===== src/rtl/nd_addr_gen_pkg.sv =====
package nd_addr_gen_pkg;
  localparam int LEVELS = 4;
  localparam int LVL_W  = $clog2(LEVELS);
  localparam int SLOTS  = 2;

  // flags word field positions
  localparam int FL_TYPE_LO  = 0;
  localparam int FL_EVT_LO   = 6;
  localparam int FL_T0SEL_LO = 8;
  localparam int FL_T0GRN_LO = 10;
  localparam int FL_T1SEL_LO = 12;
  localparam int FL_T1GRN_LO = 14;
  localparam int FL_CMD_LO   = 16;

  typedef enum logic [3:0] {
    ST_OK         = 4'd0,
    ST_SUBMIT_ERR = 4'd3,
    ST_UNSUP_ERR  = 4'd4
  } status_e;

  typedef struct packed {
    logic             load;
    logic             advance;
    logic [LVL_W-1:0] level;
  } dp_strobe_t;

  function automatic logic [LEVELS-1:0] lowMask(input logic [LVL_W-1:0] topLvl);
    for (int l = 0; l < LEVELS; l++) lowMask[l] = (l <= int'(topLvl));
  endfunction
endpackage


===== src/rtl/nd_addr_gen_ctrl.sv =====
module nd_addr_gen_ctrl
  import nd_addr_gen_pkg::*;
#(
  parameter int CNT_W = 16
) (
  input  logic                         clk,
  input  logic                         rstN,
  input  logic                         reqValid,
  output logic                         reqReady,
  input  logic [31:0]                  reqFlags,
  input  logic [LEVELS-1:0][CNT_W-1:0] reqCnt,
  input  logic [2:0]                   trigSrc,
  output logic                         beatValid,
  input  logic                         beatReady,
  output logic                         beatLast,
  output logic                         evtPulse,
  output logic                         doneValid,
  output logic [3:0]                   doneStatus,
  output logic [7:0]                   doneCmd,
  output dp_strobe_t                   strb
);
  logic running;
  logic [1:0] recType;
  logic [1:0] evtSize;
  logic [SLOTS-1:0][1:0] trigSel;
  logic [SLOTS-1:0][LVL_W-1:0] trigGran;
  logic [SLOTS-1:0] credit, chunkStart, trigHit, slotOk;
  logic [LEVELS-1:0][CNT_W-1:0] cntEff, idx, cntNext;
  logic [LEVELS-1:0] atMax, atZero;
  logic [LVL_W-1:0] carryLvl;
  logic finalBeat, fire, accept, evtNow;
  logic [3:0] inType;
  logic badType, badCnt;
  logic unusedFlags;

  assign unusedFlags = ^{reqFlags[31:24], reqFlags[5:4]};
  assign inType  = reqFlags[FL_TYPE_LO +: 4];
  assign badType = inType > 4'd3;
  assign badCnt  = reqCnt[0] == '0;
  assign reqReady = !running;
  assign accept   = reqValid && reqReady;

  always_comb begin
    for (int l = 0; l < LEVELS; l++) begin
      if (l == 0)                cntNext[l] = reqCnt[0];
      else if (l <= int'(inType)) cntNext[l] = (reqCnt[l] == '0) ? CNT_W'(1) : reqCnt[l];
      else                       cntNext[l] = CNT_W'(1);
    end
  end

  always_comb begin
    carryLvl = '0;
    for (int l = 0; l < LEVELS; l++) begin
      atMax[l]  = idx[l] == cntEff[l] - 1'b1;
      atZero[l] = idx[l] == '0;
    end
    for (int l = LEVELS - 1; l >= 0; l--) if (!atMax[l]) carryLvl = LVL_W'(l);
  end
  assign finalBeat = &atMax;

  for (genvar s = 0; s < SLOTS; s++) begin : g_slot
    assign chunkStart[s] = &(atZero | ~lowMask(trigGran[s]));
    assign trigHit[s] = (trigSel[s] == 2'd1 && trigSrc[0]) ||
                        (trigSel[s] == 2'd2 && trigSrc[1]) ||
                        (trigSel[s] == 2'd3 && trigSrc[2]);
    assign slotOk[s] = (trigSel[s] == 2'd0) || !chunkStart[s] || credit[s];
  end

  assign beatValid = running && (&slotOk);
  assign beatLast  = finalBeat;
  assign fire      = beatValid && beatReady;

  always_comb begin
    if (evtSize == 2'd0 || recType < evtSize) evtNow = finalBeat;
    else evtNow = &(atMax | ~lowMask(LVL_W'(evtSize - 2'd1)));
  end

  assign strb.load    = accept && !badType && !badCnt;
  assign strb.advance = fire && !finalBeat;
  assign strb.level   = carryLvl;

  always_ff @(posedge clk or negedge rstN) begin
    if (!rstN) begin
      running    <= 1'b0;
      recType    <= '0;
      evtSize    <= '0;
      trigSel    <= '0;
      trigGran   <= '0;
      credit     <= '0;
      cntEff     <= '0;
      idx        <= '0;
      evtPulse   <= 1'b0;
      doneValid  <= 1'b0;
      doneStatus <= ST_OK;
      doneCmd    <= '0;
    end else begin
      evtPulse  <= 1'b0;
      doneValid <= 1'b0;
      for (int s = 0; s < SLOTS; s++)
        credit[s] <= running && ((credit[s] && !(fire && chunkStart[s])) || trigHit[s]);
      if (accept) begin
        recType     <= inType[1:0];
        evtSize     <= reqFlags[FL_EVT_LO +: 2];
        trigSel[0]  <= reqFlags[FL_T0SEL_LO +: 2];
        trigSel[1]  <= reqFlags[FL_T1SEL_LO +: 2];
        trigGran[0] <= reqFlags[FL_T0GRN_LO +: LVL_W];
        trigGran[1] <= reqFlags[FL_T1GRN_LO +: LVL_W];
        doneCmd     <= reqFlags[FL_CMD_LO +: 8];
        cntEff      <= cntNext;
        idx         <= '0;
        if (badType) begin
          doneValid  <= 1'b1;
          doneStatus <= ST_UNSUP_ERR;
        end else if (badCnt) begin
          doneValid  <= 1'b1;
          doneStatus <= ST_SUBMIT_ERR;
        end else begin
          running <= 1'b1;
        end
      end else if (fire) begin
        evtPulse <= evtNow;
        if (finalBeat) begin
          running    <= 1'b0;
          doneValid  <= 1'b1;
          doneStatus <= ST_OK;
        end else begin
          for (int l = 0; l < LEVELS; l++) begin
            if (l < int'(carryLvl))       idx[l] <= '0;
            else if (l == int'(carryLvl)) idx[l] <= idx[l] + 1'b1;
          end
        end
      end
    end
  end

  assert_no_beat_when_idle_R1: assert property (@(posedge clk) disable iff (!rstN)
    reqReady |-> !beatValid);
  assert_hold_under_stall_R11: assert property (@(posedge clk) disable iff (!rstN)
    beatValid && !beatReady |=> beatValid && $stable(beatLast));
  assert_done_after_last_R5: assert property (@(posedge clk) disable iff (!rstN)
    fire && beatLast |=> doneValid && doneStatus == ST_OK && reqReady);
  assert_zero_count_reject_R6: assert property (@(posedge clk) disable iff (!rstN)
    accept && !badType && reqCnt[0] == '0 |=> doneValid && doneStatus == ST_SUBMIT_ERR && !beatValid);
  assert_bad_type_reject_R7: assert property (@(posedge clk) disable iff (!rstN)
    accept && inType > 4'd3 |=> doneValid && doneStatus == ST_UNSUP_ERR && !beatValid);
endmodule


===== src/rtl/nd_addr_gen_dp.sv =====
module nd_addr_gen_dp
  import nd_addr_gen_pkg::*;
#(
  parameter int ADDR_W   = 32,
  parameter int STRIDE_W = 32
) (
  input  logic                            clk,
  input  logic                            rstN,
  input  dp_strobe_t                      strb,
  input  logic [ADDR_W-1:0]               startAddr,
  input  logic [LEVELS-1:1][STRIDE_W-1:0] strides,
  output logic [ADDR_W-1:0]               beatAddr
);
  logic [ADDR_W-1:0] addrQ;
  logic [ADDR_W-1:0] baseQ   [1:LEVELS-1];
  logic [ADDR_W-1:0] strideQ [1:LEVELS-1];
  logic [ADDR_W-1:0] nextBase;

  always_comb begin
    nextBase = '0;
    for (int k = 1; k < LEVELS; k++)
      if (int'(strb.level) == k) nextBase = baseQ[k] + strideQ[k];
  end

  always_ff @(posedge clk or negedge rstN) begin
    if (!rstN) addrQ <= '0;
    else if (strb.load) addrQ <= startAddr;
    else if (strb.advance) addrQ <= (strb.level == '0) ? addrQ + 1'b1 : nextBase;
  end

  for (genvar k = 1; k < LEVELS; k++) begin : g_level
    always_ff @(posedge clk or negedge rstN) begin
      if (!rstN) begin
        baseQ[k]   <= '0;
        strideQ[k] <= '0;
      end else if (strb.load) begin
        baseQ[k]   <= startAddr;
        strideQ[k] <= ADDR_W'(signed'(strides[k]));
      end else if (strb.advance && int'(strb.level) >= k) begin
        baseQ[k] <= nextBase;
      end
    end
  end

  assign beatAddr = addrQ;

  assert_inner_step_R3: assert property (@(posedge clk) disable iff (!rstN)
    strb.advance && strb.level == '0 |=> beatAddr == $past(beatAddr) + 1'b1);
endmodule


===== src/rtl/nd_addr_gen.sv =====
module nd_addr_gen
  import nd_addr_gen_pkg::*;
#(
  parameter int ADDR_W   = 32,
  parameter int CNT_W    = 16,
  parameter int STRIDE_W = 32
) (
  input  logic                            clk,
  input  logic                            rstN,
  input  logic                            reqValid,
  output logic                            reqReady,
  input  logic [31:0]                     reqFlags,
  input  logic [ADDR_W-1:0]               reqAddr,
  input  logic [LEVELS-1:0][CNT_W-1:0]    reqCnt,
  input  logic [LEVELS-1:1][STRIDE_W-1:0] reqStride,
  input  logic [2:0]                      trigSrc,
  output logic                            beatValid,
  input  logic                            beatReady,
  output logic [ADDR_W-1:0]               beatAddr,
  output logic                            beatLast,
  output logic                            evtPulse,
  output logic                            doneValid,
  output logic [3:0]                      doneStatus,
  output logic [7:0]                      doneCmd
);
  dp_strobe_t strb;

  nd_addr_gen_ctrl #(.CNT_W(CNT_W)) ctrl_i (
    .clk(clk), .rstN(rstN), .reqValid(reqValid), .reqReady(reqReady),
    .reqFlags(reqFlags), .reqCnt(reqCnt), .trigSrc(trigSrc),
    .beatValid(beatValid), .beatReady(beatReady), .beatLast(beatLast),
    .evtPulse(evtPulse), .doneValid(doneValid), .doneStatus(doneStatus),
    .doneCmd(doneCmd), .strb(strb)
  );

  nd_addr_gen_dp #(.ADDR_W(ADDR_W), .STRIDE_W(STRIDE_W)) dp_i (
    .clk(clk), .rstN(rstN), .strb(strb), .startAddr(reqAddr),
    .strides(reqStride), .beatAddr(beatAddr)
  );
endmodule


===== config.mk =====
export PLATFORM = sky130hd
export DESIGN_NAME = nd_addr_gen
export DESIGN_NICKNAME = d
export VERILOG_FILES = /design/src/rtl/nd_addr_gen_pkg.sv /design/src/rtl/nd_addr_gen_ctrl.sv /design/src/rtl/nd_addr_gen_dp.sv /design/src/rtl/nd_addr_gen.sv
export SDC_FILE = /design/constraint.sdc
export NUM_CORES = 1
export LEC_CHECK = 0
export BUFFER_PORTS_ARGS = -buffer_cell sky130_fd_sc_hd__buf_2
export CORE_MARGIN = 5
export CORE_UTILIZATION = 40
export DETAILED_ROUTE_END_ITERATION = 10
export PLACE_DENSITY_LB_ADDON = 0.2
export SYNTH_ARGS = -nofsm -noshare
export SYNTH_HDL_FRONTEND = slang
export SYNTH_SLANG_ARGS = --single-unit

===== constraint.sdc =====
create_clock -name clk -period 10.5 [get_ports clk]
set_input_delay 0.525 -clock clk [delete_from_list [all_inputs] [get_ports clk]]
set_output_delay 0.525 -clock clk [all_outputs]
set_load 0.005 [all_outputs]

==> metrics.txt <==
# TYPE chip_impl_metric gauge
chip_impl_metric{name="gpl_wtd_cong",unit=""} 0.9801
chip_impl_metric{name="grt_start_max_net_pins",unit=""} 149
chip_impl_metric{name="detail_route.drc_violations",unit=""} 0
chip_impl_metric{name="area_used_by_multi_input_combinational_logic",unit="um2"} 15190
chip_impl_metric{name="final_min_period_over_clock_period",unit=""} 0.5635
chip_impl_metric{name="maximum_vdd_ir_drop",unit="V"} 0.0001295
chip_impl_metric{name="port_buffer_count",unit=""} 268
chip_impl_metric{name="drt-wirelength-per-cell",unit="um"} 22.13
chip_impl_metric{name="final_net_count",unit=""} 3558
chip_impl_metric{name="chipHeight",unit="um"} 262.3
chip_impl_metric{name="timing.max_slew.rel_slack",unit=""} 0.1344
chip_impl_metric{name="route.final.wire_length",unit="um"} 90660
chip_impl_metric{name="p_leak",unit="nW"} 13.42
chip_impl_metric{name="p_comb_frac",unit=""} 0.485
chip_impl_metric{name="fin_hold_ws",unit="ns"} 0.1141
chip_impl_info{name="hold_path.class",value="primary input to flop"} 1
chip_impl_metric{name="tightestPinTransition",unit="ns"} 1.285
chip_impl_info{name="status",value="complete, no violations"} 1
chip_impl_metric{name="die-width",unit="um"} 262.3
chip_impl_metric{name="synth.yosys.seq_area_share",unit=""} 0.3724
chip_impl_metric{name="post_cts.resized_instances",unit=""} 0
chip_impl_metric{name="synthesis.nets",unit=""} 3359
chip_impl_metric{name="clkLatencyLatePin",unit="ns"} 0.61
chip_impl_metric{name="htree_num_levels",unit=""} 2
chip_impl_metric{name="clock_path_buffers",unit=""} 3
chip_impl_metric{name="post_drt_via_cell_ratio",unit=""} 5.920
chip_impl_metric{name="synthesis.yosys.warnings",unit=""} 0
chip_impl_metric{name="post-route-min-period",unit="ns"} 5.917
chip_impl_metric{name="num_io_pins",unit=""} 280
chip_impl_metric{name="yosys_register_bits",unit=""} 379
chip_impl_metric{name="cts_sinks",unit=""} 379
chip_impl_metric{name="setup_viol",unit=""} 0
chip_impl_metric{name="p_sw_frac",unit=""} 0.4424
chip_impl_metric{name="setup-tns-final",unit="ns"} 0
chip_impl_metric{name="critical_path.max_fanout",unit=""} 32
chip_impl_metric{name="power.net_switching",unit="mW"} 3.497
chip_impl_info{name="synth.area.top_cells",value="dfrtp_1 37%, nand2_1 8.8%, ha_1 5.4%, o21ai_0 3.8%, xnor2_1 3.6%"} 1
chip_impl_metric{name="synth.lib_cells_used.distinct",unit=""} 89
chip_impl_metric{name="synth_enable_flop_cells",unit=""} 0
chip_impl_info{name="synthDominantAreaCellType",value="dfrtp_1"} 1
chip_impl_metric{name="timing_hold_violations_final",unit=""} 0
chip_impl_info{name="cp-end-kind",value="flop"} 1
chip_impl_metric{name="synthesized_cell_area",unit="um2"} 25460
chip_impl_metric{name="finalPower",unit="mW"} 7.904
chip_impl_metric{name="drt_pass1_iterations",unit=""} 7
chip_impl_metric{name="gr-total-overflow",unit=""} 0
chip_impl_metric{name="gr-usage-all-layers",unit=""} 0.2515
chip_impl_metric{name="grt_pass1_vias",unit=""} 24020
chip_impl_metric{name="flow.area_growth_from_synthesis",unit="%"} 14.42
chip_impl_metric{name="total_via_count_after_detailed_routing",unit=""} 24250
chip_impl_metric{name="cts_made_buffers",unit=""} 46
chip_impl_metric{name="antenna_viol_nets_final",unit=""} 0
chip_impl_metric{name="final_skew",unit="ns"} 0.03666
chip_impl_metric{name="clock_input_transition_at_the_sequential_cells_of_the_worst_setup_and_hold_paths",unit="ns"} 0.06
chip_impl_metric{name="ff2ff_path_depth",unit=""} 11
chip_impl_metric{name="timing.final.max_slew_violations",unit=""} 0
chip_impl_metric{name="placeableCoreArea",unit="um2"} 63080
chip_impl_info{name="worstSetupStartpointType",value="flop"} 1
chip_impl_metric{name="initial_antenna_violation_count",unit=""} 3
chip_impl_metric{name="final_layout_size_suffix_gt1_frac",unit=""} 0.1471
chip_impl_metric{name="start_util",unit=""} 0.4037
chip_impl_metric{name="power_frac_seq",unit=""} 0.308
chip_impl_metric{name="first_pass_grt_wire_length",unit="um"} 139300
chip_impl_metric{name="hold_depth",unit=""} 3
chip_impl_metric{name="row_count",unit=""} 92
chip_impl_metric{name="crit_required",unit="ns"} 10.98
chip_impl_metric{name="detailed_router_s_first_iteration_violation_count",unit=""} 2067
chip_impl_metric{name="fillerInstances",unit=""} 6336
chip_impl_metric{name="max_freq",unit="GHz"} 0.1690
chip_impl_metric{name="design.die.area",unit="um2"} 68810
chip_impl_metric{name="postSynth.asyncResetShare",unit=""} 1.000
chip_impl_metric{name="cp_data_arrival_time",unit="ns"} 6.39
chip_impl_metric{name="dp.final_hpwl",unit="um"} 68710
chip_impl_metric{name="post_synth_inst_count",unit=""} 3015
chip_impl_metric{name="cellPowerDensity",unit="nW/um2"} 271.3
chip_impl_metric{name="clkPwrFrac",unit=""} 0.207
chip_impl_info{name="ys_dominant_reg_cell",value="dfrtp_1"} 1
chip_impl_info{name="unrepaired_setup_endpoints_after_global_routing",value="false"} 1
chip_impl_info{name="ctsRootBufferMaster",value="clkbuf_16"} 1
chip_impl_info{name="timing_worst_setup_path_type",value="flop to flop"} 1
chip_impl_metric{name="maxCapViolations",unit=""} 0
chip_impl_info{name="cts_tree",value="yes"} 1
chip_impl_metric{name="internal_power",unit="mW"} 4.407
chip_impl_metric{name="layout.area.seq",unit="um2"} 9484
chip_impl_metric{name="post-synth-top-area-fraction",unit=""} 0.3724
chip_impl_metric{name="syn_avg_cell_area",unit="um2"} 8.446
-- cell usage after synthesis (24+ instances only) --
library cell and number:
a21o_1 56, o211ai_1 33, mux2_2 44, xnor2_1 106
inv_1 70, nor3_1 66, or3_1 26, nand3_1 69
a211oi_1 26, o21ai_0 195, a22o_1 46, and3_1 62
a21oi_1 127, dfrtp_1 379, ha_1 110, xor2_1 85
clkbuf_1 129, nor2_1 181, nor4_1 50, nand4_1 48
nand2b_1 34, a31oi_1 44, nor2b_1 24, nand2_1 596
-- worst paths after layout --
kind / startpoint / to / slack (ns)
setup / recovery: ctrl_i.cntEff[48] / ctrl_i.idx[5] / 4.58
hold / removal: reqStride[30] / dp_i.strideQ[94] / 0.11
setup reg to reg: ctrl_i.cntEff[48] / ctrl_i.idx[5] / 4.58
hold reg to reg: ctrl_i.doneCmd[4] / ctrl_i.doneCmd[4] / 0.47
max in group asynchronous: rstN / ctrl_i.idx[13] / 7.64
min in group asynchronous: rstN / ctrl_i.cntEff[52] / 0.56
-- placed cells by master, fill, tap and decap left out, types with 23 or more instances in the layout --
master,Yosys,routed
nand2_1,596,595
dfrtp_1,379,379
buf_2,15,267
o21ai_0,195,195
nor2_1,181,180
a21oi_1,127,127
ha_1,110,110
xnor2_1,106,106
xor2_1,85,85
inv_1,70,70
nand3_1,69,68
nor3_1,66,65
and3_1,62,62
a21o_1,56,56
nor4_1,50,48
nand4_1,48,48
clkbuf_16,0,47
a22o_1,46,46
a31oi_1,44,44
mux2_2,44,44
nand2b_1,34,34
o211ai_1,33,33
buf_4,2,30
or3_1,26,26
a211oi_1,26,26
nor2b_1,24,23
o31ai_1,23,23
-- power groups by stage --
stage | registers [mW] | logic [mW] | clock network, mW
2_1_floorplan | 2.20 | 2.81 | 0
3_3_place_gp | 2.44 | 3.70 | 0
3_5_place_dp | 2.46 | 3.77 | 0
4_1_cts | 2.44 | 3.81 | 1.67
5_1_grt | 2.50 | 4.22 | 1.73
6_report | 2.44 | 3.83 | 1.63
-- metrics by stage --
step           std cells  utilization  setup WS, ns  instance area (um2)
2_1_floorplan       3015            -         6.430                25460
3_3_place_gp        4011       0.4374         4.815                27590
3_5_place_dp        4011       0.4374         4.645                27590
4_1_cts             4095       0.4618         4.668                29130
5_1_grt             4095       0.4618         4.145                29130
6_report            4096       0.4619         4.583                29140
-- worst max-delay path, cell delays in order, from the launching register on --
cell     delay [ns]
dfrtp_1        0.47
inv_1          0.12
ha_1           0.26
or4b_1         0.62
o41ai_1        0.53
o31ai_1        0.18
nor4b_1        0.86
nand4_1        0.57
o21a_1         0.66
nand2_1        1.01
o21ai_0        0.23
a22o_1         0.29
-- routing by layer --
metal | global-route usage | share of wire | vias up
li1 | - | - | 11320
met1 | 0.3193 | 0.40 | 11770
met2 | 0.4212 | 0.47 | 942
met3 | 0.04447 | 0.070 | 220
met4 | 0.1124 | 0.053 | 0
met5 | 0 | 0 | -
-- cells by family (layout without fill, tap and decap cells) --
| logic type | Yosys count | in the layout | synth area share |
|---|---|---|---|
| and+or+nand+nor | 1298 | 1298 | 0.2455 |
| other | 1 | 2 | 0.0001473 |
| xor gates and xnor gates | 193 | 193 | 0.06751 |
| buffers and inverters | 219 | 453 | 0.03331 |
| adders and majority gates | 113 | 113 | 0.05641 |
| muxes | 58 | 58 | 0.02496 |
| AOI/OAI and AO/OA | 754 | 754 | 0.1997 |
| DFF | 379 | 379 | 0.3724 |
-- final cells by class --
| class | count | area share |
|---|---|---|
| timing repair buffer | 300 | 0.05514 |
| multi-input combinational | 2417 | 0.5213 |
| tap | 846 | 0.03633 |
| inverter | 70 | 0.009018 |
| clock buffer | 65 | 0.04612 |
| clock inverter | 18 | 0.006528 |
| sequential | 379 | 0.3255 |
| antenna | 1 | 0.00008589 |
-- sequential cells by signal, summed over array words and instances (netlist names) --
name	cells
ctrl_i.evtPulse	1
ctrl_i.trigSel	4
ctrl_i.credit	2
dp_i.strideQ	96
ctrl_i.evtSize	2
dp_i.beatAddr	32
ctrl_i.trigGran	4
ctrl_i.cntEff	64
ctrl_i.doneStatus	2
ctrl_i.doneValid	1
ctrl_i.doneCmd	8
ctrl_i.running	1
ctrl_i.recType	2
ctrl_i.idx	64
dp_i.baseQ	96
-- timing repair --
item	in CTS	in global routing
hold buffers	1	0
buffers inserted	0	0
hold endpoints to repair	44	0
No activity file was read; power rests on OpenSTA's default activity.
